==> src/rtl/adc_sif_pkg.sv <==
package adc_sif_pkg;

  // Frame sequencer states
  typedef enum logic [2:0] {
    S_OFF,     // standby, waiting for a qualified select fall
    S_HUNT,    // select low, skipping leading zeros
    S_CFG,     // capturing the command bits
    S_CONV,    // resolving and shifting MSB-first result
    S_REPLAY,  // shifting LSB-first replay
    S_FILL     // driving zeros until select rises
  } eng_state_t;

  // Number of command bits that follow the start bit
  localparam int CFG_BITS = 3;

endpackage

==> src/rtl/adc_sif_sync.sv <==
module adc_sif_sync #(
  parameter int W      = 3,
  parameter int STAGES = 2
) (
  input  logic         clk,
  input  logic         rst,
  input  logic [W-1:0] d_in,
  output logic [W-1:0] d_out
);

  logic [W-1:0] stg_q [STAGES];

  always_ff @(posedge clk) begin
    if (rst) stg_q[0] <= '0;
    else     stg_q[0] <= d_in;
  end

  for (genvar g = 1; g < STAGES; g++) begin : g_stage
    always_ff @(posedge clk) begin
      if (rst) stg_q[g] <= '0;
      else     stg_q[g] <= stg_q[g-1];
    end
  end

  assign d_out = stg_q[STAGES-1];

endmodule

==> src/rtl/adc_sif_chsel.sv <==
module adc_sif_chsel #(
  parameter int RES_W = 12
) (
  input  logic             single,
  input  logic             sel,
  input  logic [RES_W-1:0] ch0,
  input  logic [RES_W-1:0] ch1,
  output logic [RES_W-1:0] level
);

  logic [RES_W-1:0] pos, neg;

  always_comb begin
    pos = sel ? ch1 : ch0;
    neg = sel ? ch0 : ch1;
    if (single)         level = pos;
    else if (pos > neg) level = pos - neg;
    else                level = '0;
  end

endmodule

==> src/rtl/adc_sif_sar.sv <==
module adc_sif_sar #(
  parameter int RES_W = 12
) (
  input  logic             clk,
  input  logic             rst,
  input  logic             load,
  input  logic [RES_W-1:0] level_in,
  input  logic             step,
  output logic             keep,
  output logic [RES_W-1:0] result
);

  logic [RES_W-1:0] held_q, code_q, mask_q, trial;

  assign trial  = code_q | mask_q;
  assign keep   = (trial <= held_q);
  assign result = code_q;

  always_ff @(posedge clk) begin
    if (rst) begin
      held_q <= '0;
      code_q <= '0;
      mask_q <= '0;
    end else if (load) begin
      held_q <= level_in;
      code_q <= '0;
      mask_q <= {1'b1, {(RES_W-1){1'b0}}};
    end else if (step) begin
      if (keep) code_q <= trial;
      mask_q <= mask_q >> 1;
    end
  end

endmodule

==> src/rtl/adc_sif_engine.sv <==
module adc_sif_engine
  import adc_sif_pkg::*;
#(
  parameter int RES_W       = 12,
  parameter int SYNC_STAGES = 2
) (
  input  logic             clk,
  input  logic             rst,
  input  logic             cs_n,
  input  logic             sclk,
  input  logic             sdi,
  input  logic [RES_W-1:0] ch0_code,
  input  logic [RES_W-1:0] ch1_code,
  output logic             sdo,
  output logic             sdo_en,
  output logic             sample_win,
  output logic             standby
);

  localparam int IDX_W = $clog2(RES_W);
  localparam int CNT_W = $clog2(CFG_BITS + 1);

  // Synchronize the three serial pins together so sdi aligns with sclk
  logic [2:0] pins_s;
  adc_sif_sync #(.W(3), .STAGES(SYNC_STAGES)) u_sync (
    .clk(clk), .rst(rst), .d_in({sdi, sclk, cs_n}), .d_out(pins_s)
  );

  logic [1:0] prev_q;
  always_ff @(posedge clk) begin
    if (rst) prev_q <= '0;
    else     prev_q <= pins_s[1:0];
  end

  logic cs_hi, cs_fall, sck_rise, sck_fall, din;
  assign cs_hi    = pins_s[0];
  assign cs_fall  = prev_q[0] & ~pins_s[0];
  assign sck_rise = pins_s[1] & ~prev_q[1];
  assign sck_fall = ~pins_s[1] & prev_q[1];
  assign din      = pins_s[2];

  eng_state_t       state_q;
  logic [CNT_W-1:0] cfg_cnt_q;
  logic             single_q, sel_q, msb_only_q;
  logic [IDX_W-1:0] idx_q;

  logic             close_evt, step_evt, sar_keep;
  logic [RES_W-1:0] sel_level, sar_result;

  assign close_evt = (state_q == S_CFG) && sck_fall && !cs_hi &&
                     (cfg_cnt_q == CNT_W'(CFG_BITS));
  assign step_evt  = (state_q == S_CONV) && sck_fall && !cs_hi;

  adc_sif_chsel #(.RES_W(RES_W)) u_chsel (
    .single(single_q), .sel(sel_q), .ch0(ch0_code), .ch1(ch1_code),
    .level(sel_level)
  );

  adc_sif_sar #(.RES_W(RES_W)) u_sar (
    .clk(clk), .rst(rst), .load(close_evt), .level_in(sel_level),
    .step(step_evt), .keep(sar_keep), .result(sar_result)
  );

  always_ff @(posedge clk) begin
    if (rst) begin
      state_q    <= S_OFF;
      cfg_cnt_q  <= '0;
      single_q   <= 1'b0;
      sel_q      <= 1'b0;
      msb_only_q <= 1'b0;
      idx_q      <= '0;
      sdo        <= 1'b0;
      sdo_en     <= 1'b0;
      sample_win <= 1'b0;
      standby    <= 1'b1;
    end else if (cs_hi) begin
      state_q    <= S_OFF;
      sdo        <= 1'b0;
      sdo_en     <= 1'b0;
      sample_win <= 1'b0;
      standby    <= 1'b1;
    end else begin
      case (state_q)
        S_OFF: begin
          if (cs_fall) begin
            state_q <= S_HUNT;
            standby <= 1'b0;
          end
        end
        S_HUNT: begin
          if (sck_rise && din) begin
            state_q   <= S_CFG;
            cfg_cnt_q <= '0;
          end
        end
        S_CFG: begin
          if (sck_rise && (cfg_cnt_q < CNT_W'(CFG_BITS))) begin
            case (cfg_cnt_q)
              CNT_W'(0): single_q <= din;
              CNT_W'(1): begin
                sel_q      <= din;
                sample_win <= 1'b1;
              end
              default:   msb_only_q <= din;
            endcase
            cfg_cnt_q <= cfg_cnt_q + 1'b1;
          end else if (close_evt) begin
            sample_win <= 1'b0;
            sdo_en     <= 1'b1;
            sdo        <= 1'b0;
            idx_q      <= IDX_W'(RES_W - 1);
            state_q    <= S_CONV;
          end
        end
        S_CONV: begin
          if (sck_fall) begin
            sdo <= sar_keep;
            if (idx_q == '0) begin
              idx_q   <= IDX_W'(1);
              state_q <= msb_only_q ? S_FILL : S_REPLAY;
            end else begin
              idx_q <= idx_q - 1'b1;
            end
          end
        end
        S_REPLAY: begin
          if (sck_fall) begin
            sdo <= sar_result[idx_q];
            if (idx_q == IDX_W'(RES_W - 1)) state_q <= S_FILL;
            else                            idx_q   <= idx_q + 1'b1;
          end
        end
        S_FILL: begin
          if (sck_fall) sdo <= 1'b0;
        end
        default: state_q <= S_OFF;
      endcase
    end
  end

endmodule

==> config.mk <==
export PLATFORM = sky130hd
export DESIGN_NAME = adc_sif_engine
export DESIGN_NICKNAME = d
export VERILOG_FILES = /design/src/rtl/adc_sif_pkg.sv /design/src/rtl/adc_sif_sync.sv /design/src/rtl/adc_sif_chsel.sv /design/src/rtl/adc_sif_sar.sv /design/src/rtl/adc_sif_engine.sv
export SDC_FILE = /design/constraint.sdc
export NUM_CORES = 1
export LEC_CHECK = 0
export BUFFER_PORTS_ARGS = -buffer_cell sky130_fd_sc_hd__buf_2
export CAP_MARGIN = 20
export CORE_AREA = 5 5 103 114
export DETAILED_ROUTE_END_ITERATION = 6
export DIE_AREA = 0 0 108 119
export GPL_TIMING_DRIVEN = 0
export PLACE_DENSITY = 0.51
export SETUP_SLACK_MARGIN = 0.2
export SLEW_MARGIN = 0
export SYNTH_ARGS = -nofsm -noshare
export SYNTH_HDL_FRONTEND = slang
export SYNTH_SLANG_ARGS = --single-unit
==> constraint.sdc <==
create_clock -name clk -period 3.2 [get_ports clk]
set_clock_uncertainty 0.15 [all_clocks]
set_input_delay 0.32 -clock clk [delete_from_list [all_inputs] [get_ports clk]]
set_output_delay 0.32 -clock clk [all_outputs]
set_load 0.02 [all_outputs]
==> qor.txt <==
Fin crit share - 93.4%
Avg Cell Area, Syn - 8.41 sq um
Max Cap Viol - 0
Mux share of post-synthesis cell area - 9.09%
Pre-antenna DRT Iters - 4
Ys flop type - dfxtp_1
Num CTS Buffers - 9
I/O Buffers - 32
GRT overflow - 0
Mapped Cells - 447
Final instance area - 4780 sq um
Worst flop-to-flop path endpoint - u_sar.held_q[9]$_SDFFE_PP0P_
Data arrival, critical path - 3.08 ns
Share of cells above drive strength 1 - 25.0%
Post-synthesis compound-gate area fraction - 21.8%
Initial antenna violation count - 0
Most frequent cells after synthesis - dfxtp_1 (60), nand2_1 (47), nor2_1 (38), a21oi_1 (33), ha_1 (29)
Worst R2R Start - sel_q$_SDFFE_PP0P_
Largest net degree at the start of global routing - 13
Worst hold path depth - 2
XOR/XNOR Fraction of Synth Area - 2.33%
Synth Area in Adders - 10.2%
DRC Markers - 0
Worst-Skew Late Latency - 0.33 ns
Global-route wire length before repair - 16,200 microns
CTS clock-pin slew for the worst setup and hold paths - 0.05 ns
Outcome - completed
H-tree levels - 3
Initial DRC count - 126
Worst R2R Path Depth - 14
Least-Margin Pin Slew - 0.944 ns
Ports - 33
Top cell type's share of synthesized area - 32.0%
Clock sinks - 60
Biggest area consumer among synthesized cells - dfxtp_1
Synthesized net count - 506
R2R setup slack - 0.21 ns
RSZ-0062 raised after global routing - yes
Core area - 10,300 sq um
Worst hold endpoint - u_sync.stg_q[0][0]$_SDFF_PP0_
Die Span X - 108 microns
Fmax - 335 MHz
Die area - 12,900 sq um
Final TNS setup - 0 ns
Max Slew Vio Count - 0
Largest cells by area after synthesis - dfxtp_1 (32%), ha_1 (9.7%), nand2_1 (4.7%)
Final hold vios - 0
Hold path start - cs_n
Placed cell area - 4100 sq um
Ant. Diodes - 0
Synthesis-to-finish area growth - 27.1%
Hold Slack - 0.0439 ns
Final ANT Viol Nets - 0
HP Class - in -> reg
Sequential area share after synthesis - 32.0%
Fillers - 1,026
Crit path max fanout - 8
Power per cell area - 421 nW/um^2
Worst slew margin - 36.6%
WL/cell - 14.9 microns
Count of final setup violators - 0
Largest family of logic cells by synthesized area - compound AO/OA/AOI/OAI gates
Yosys warning total - 0
WS Path Type - reg -> reg
CP Launch Type - flip-flop
Clk buf depth - 2
Post-Synth Simple-Gate Area - 19.7%
Vias in the first global route - 3,415
CP Capture Type - flip-flop
Pleak - 1.86 nW
Initial cell density of the core - 36.3%
Min Tclk post-route - 2.99 ns
Post-Route WL - 9630 microns
Power, Total - 2.01 mW
Cell row count - 39
Routability cong. - 0.890
Required time worst endpoint - 3.30 ns
Unique cell type count in the Yosys netlist - 58
Final #Nets - 557
Via Count - 3,323
Vias per cell - 5.14
Cell Area, Synth - 3760 sq um
Final HPWL DP - 7120 microns
Fraction of registers with async set/reset - 0%
Total track usage - 15.7%
Top-count cell post-synth - dfxtp_1
Peak supply drop - 0.000196 V
Flop and latch count out of synthesis - 60
CTS tree - done
Die Span Y - 119 microns
Number of synthesized flops with an enable pin - 0
CTS root buffer - clkbuf_16
==> state kept, by name (all words and copies together) (netlist names) <==
signal and flops:
u_sar.held_q 12, u_sar.mask_q 12, u_sar.result 12, u_sync.stg_q 6
idx_q 4, state_q 3, cfg_cnt_q 2, prev_q 2
msb_only_q 1, sample_win 1, sdo 1, sdo_en 1
sel_q 1, single_q 1, standby 1
==> layout make-up <==
cell class	count	area (sq um)	area share, %
inverters	22	82.6	1.73
flip-flops and latches	60	1200	25.2
clock inverters	6	71.3	1.49
multi-input cells	343	2630	55.0
well taps	143	179	3.75
plain buffers	22	141	2.96
clock buffers	10	239	5.00
repair buffers	40	236	4.95
==> what timing repair did <==
item                                    CTS  global route
endpoints found under the setup margin   14            20
hold buffers                              0             0
setup buffers                             4             3
cloned                                    1             0
gates resized for setup                  36            18
pin swaps                                11            12
==> cells in the final DEF (no fill, tap or decap), types with 4 or more instances in the layout <==
cell type,netlist,final
xnor2_1,6,6
inv_1,22,21
nor2_1,38,38
mux2i_1,15,11
nor2b_1,12,12
a21o_1,7,7
a211oi_1,12,9
a21oi_1,33,33
nand2b_1,7,7
buf_2,4,35
nor3_1,7,7
dfxtp_1,60,59
nand2_1,47,47
nand4_1,5,5
xor2_1,4,4
buf_4,2,7
buf_6,1,4
ha_4,0,6
a31oi_1,18,18
clkbuf_16,0,9
or2_2,12,12
clkbuf_1,13,11
a221oi_2,0,8
o21ai_0,18,16
mux2_2,11,9
ha_1,29,23
==> cells by family (layout without fill, tap and decap cells) <==
| family | after synthesis | after routing |
|---|---|---|
| and+or+nand+nor | 151 | 151 |
| AOI/OAI and AO/OA | 123 | 123 |
| DFF | 60 | 60 |
| buffers and inverters | 44 | 100 |
| adders and majority gates | 30 | 30 |
| muxes | 29 | 29 |
| xor gates and xnor gates | 10 | 10 |
==> worst max-delay path, cell delays in order (launching register included) <==
cell and delay, ns:
dfxtp_2 0.31, buf_6 0.12, buf_12 0.14, mux2_4 0.31, ha_4 0.17, inv_2 0.05
fa_2 0.20, a211oi_2 0.08, o211ai_1 0.16, nand2_1 0.14, o211ai_1 0.24, nor3b_4 0.34
buf_6 0.20, a221oi_2 0.07, a211oi_1 0.24
==> report_power, final <==
group          switching [mW]  internal, mW  leakage (nW)
clock                   0.365         0.630         0.146
combinational           0.146         0.115          1.23
sequential            0.00360         0.754         0.485
total                   0.514          1.50          1.86
==> through the flow <==
step / setup WS, ns / std cells / util [%]
floorplan: 0.222 / 447 / -
global placement: -0.397 / 622 / 39.7
detailed placement: -0.420 / 622 / 39.7
CTS: 0.148 / 643 / 45.0
global route: 0.0921 / 646 / 46.2
finish: 0.212 / 646 / 46.2
==> metal layers <==
| layer | GRT usage [%] | up-vias | wire length, microns |
|---|---|---|---|
| met5 | 0 | - | 0 |
| met4 | 5.45 | 0 | 155 |
| met3 | 4.06 | 12 | 334 |
| met2 | 25.7 | 51 | 4640 |
| met1 | 20.0 | 1530 | 4500 |
| li1 | - | 1730 | - |
==> how the worst max path moves through the flow <==
stage	start	to
6_report	sel_q$_SDFFE_PP0P_	u_sar.held_q[9]$_SDFFE_PP0P_
5_1_grt	sel_q$_SDFFE_PP0P_	u_sar.held_q[11]$_SDFFE_PP0P_
4_1_cts	sel_q$_SDFFE_PP0P_	u_sar.held_q[6]$_SDFFE_PP0P_
3_5_place_dp	sel_q$_SDFFE_PP0P_	u_sar.held_q[6]$_SDFFE_PP0P_
3_3_place_gp	sel_q$_SDFFE_PP0P_	u_sar.held_q[6]$_SDFFE_PP0P_
2_1_floorplan	sel_q$_SDFFE_PP0P_	u_sar.held_q[2]$_SDFFE_PP0P_
No activity file was read; power rests on OpenSTA's default activity.
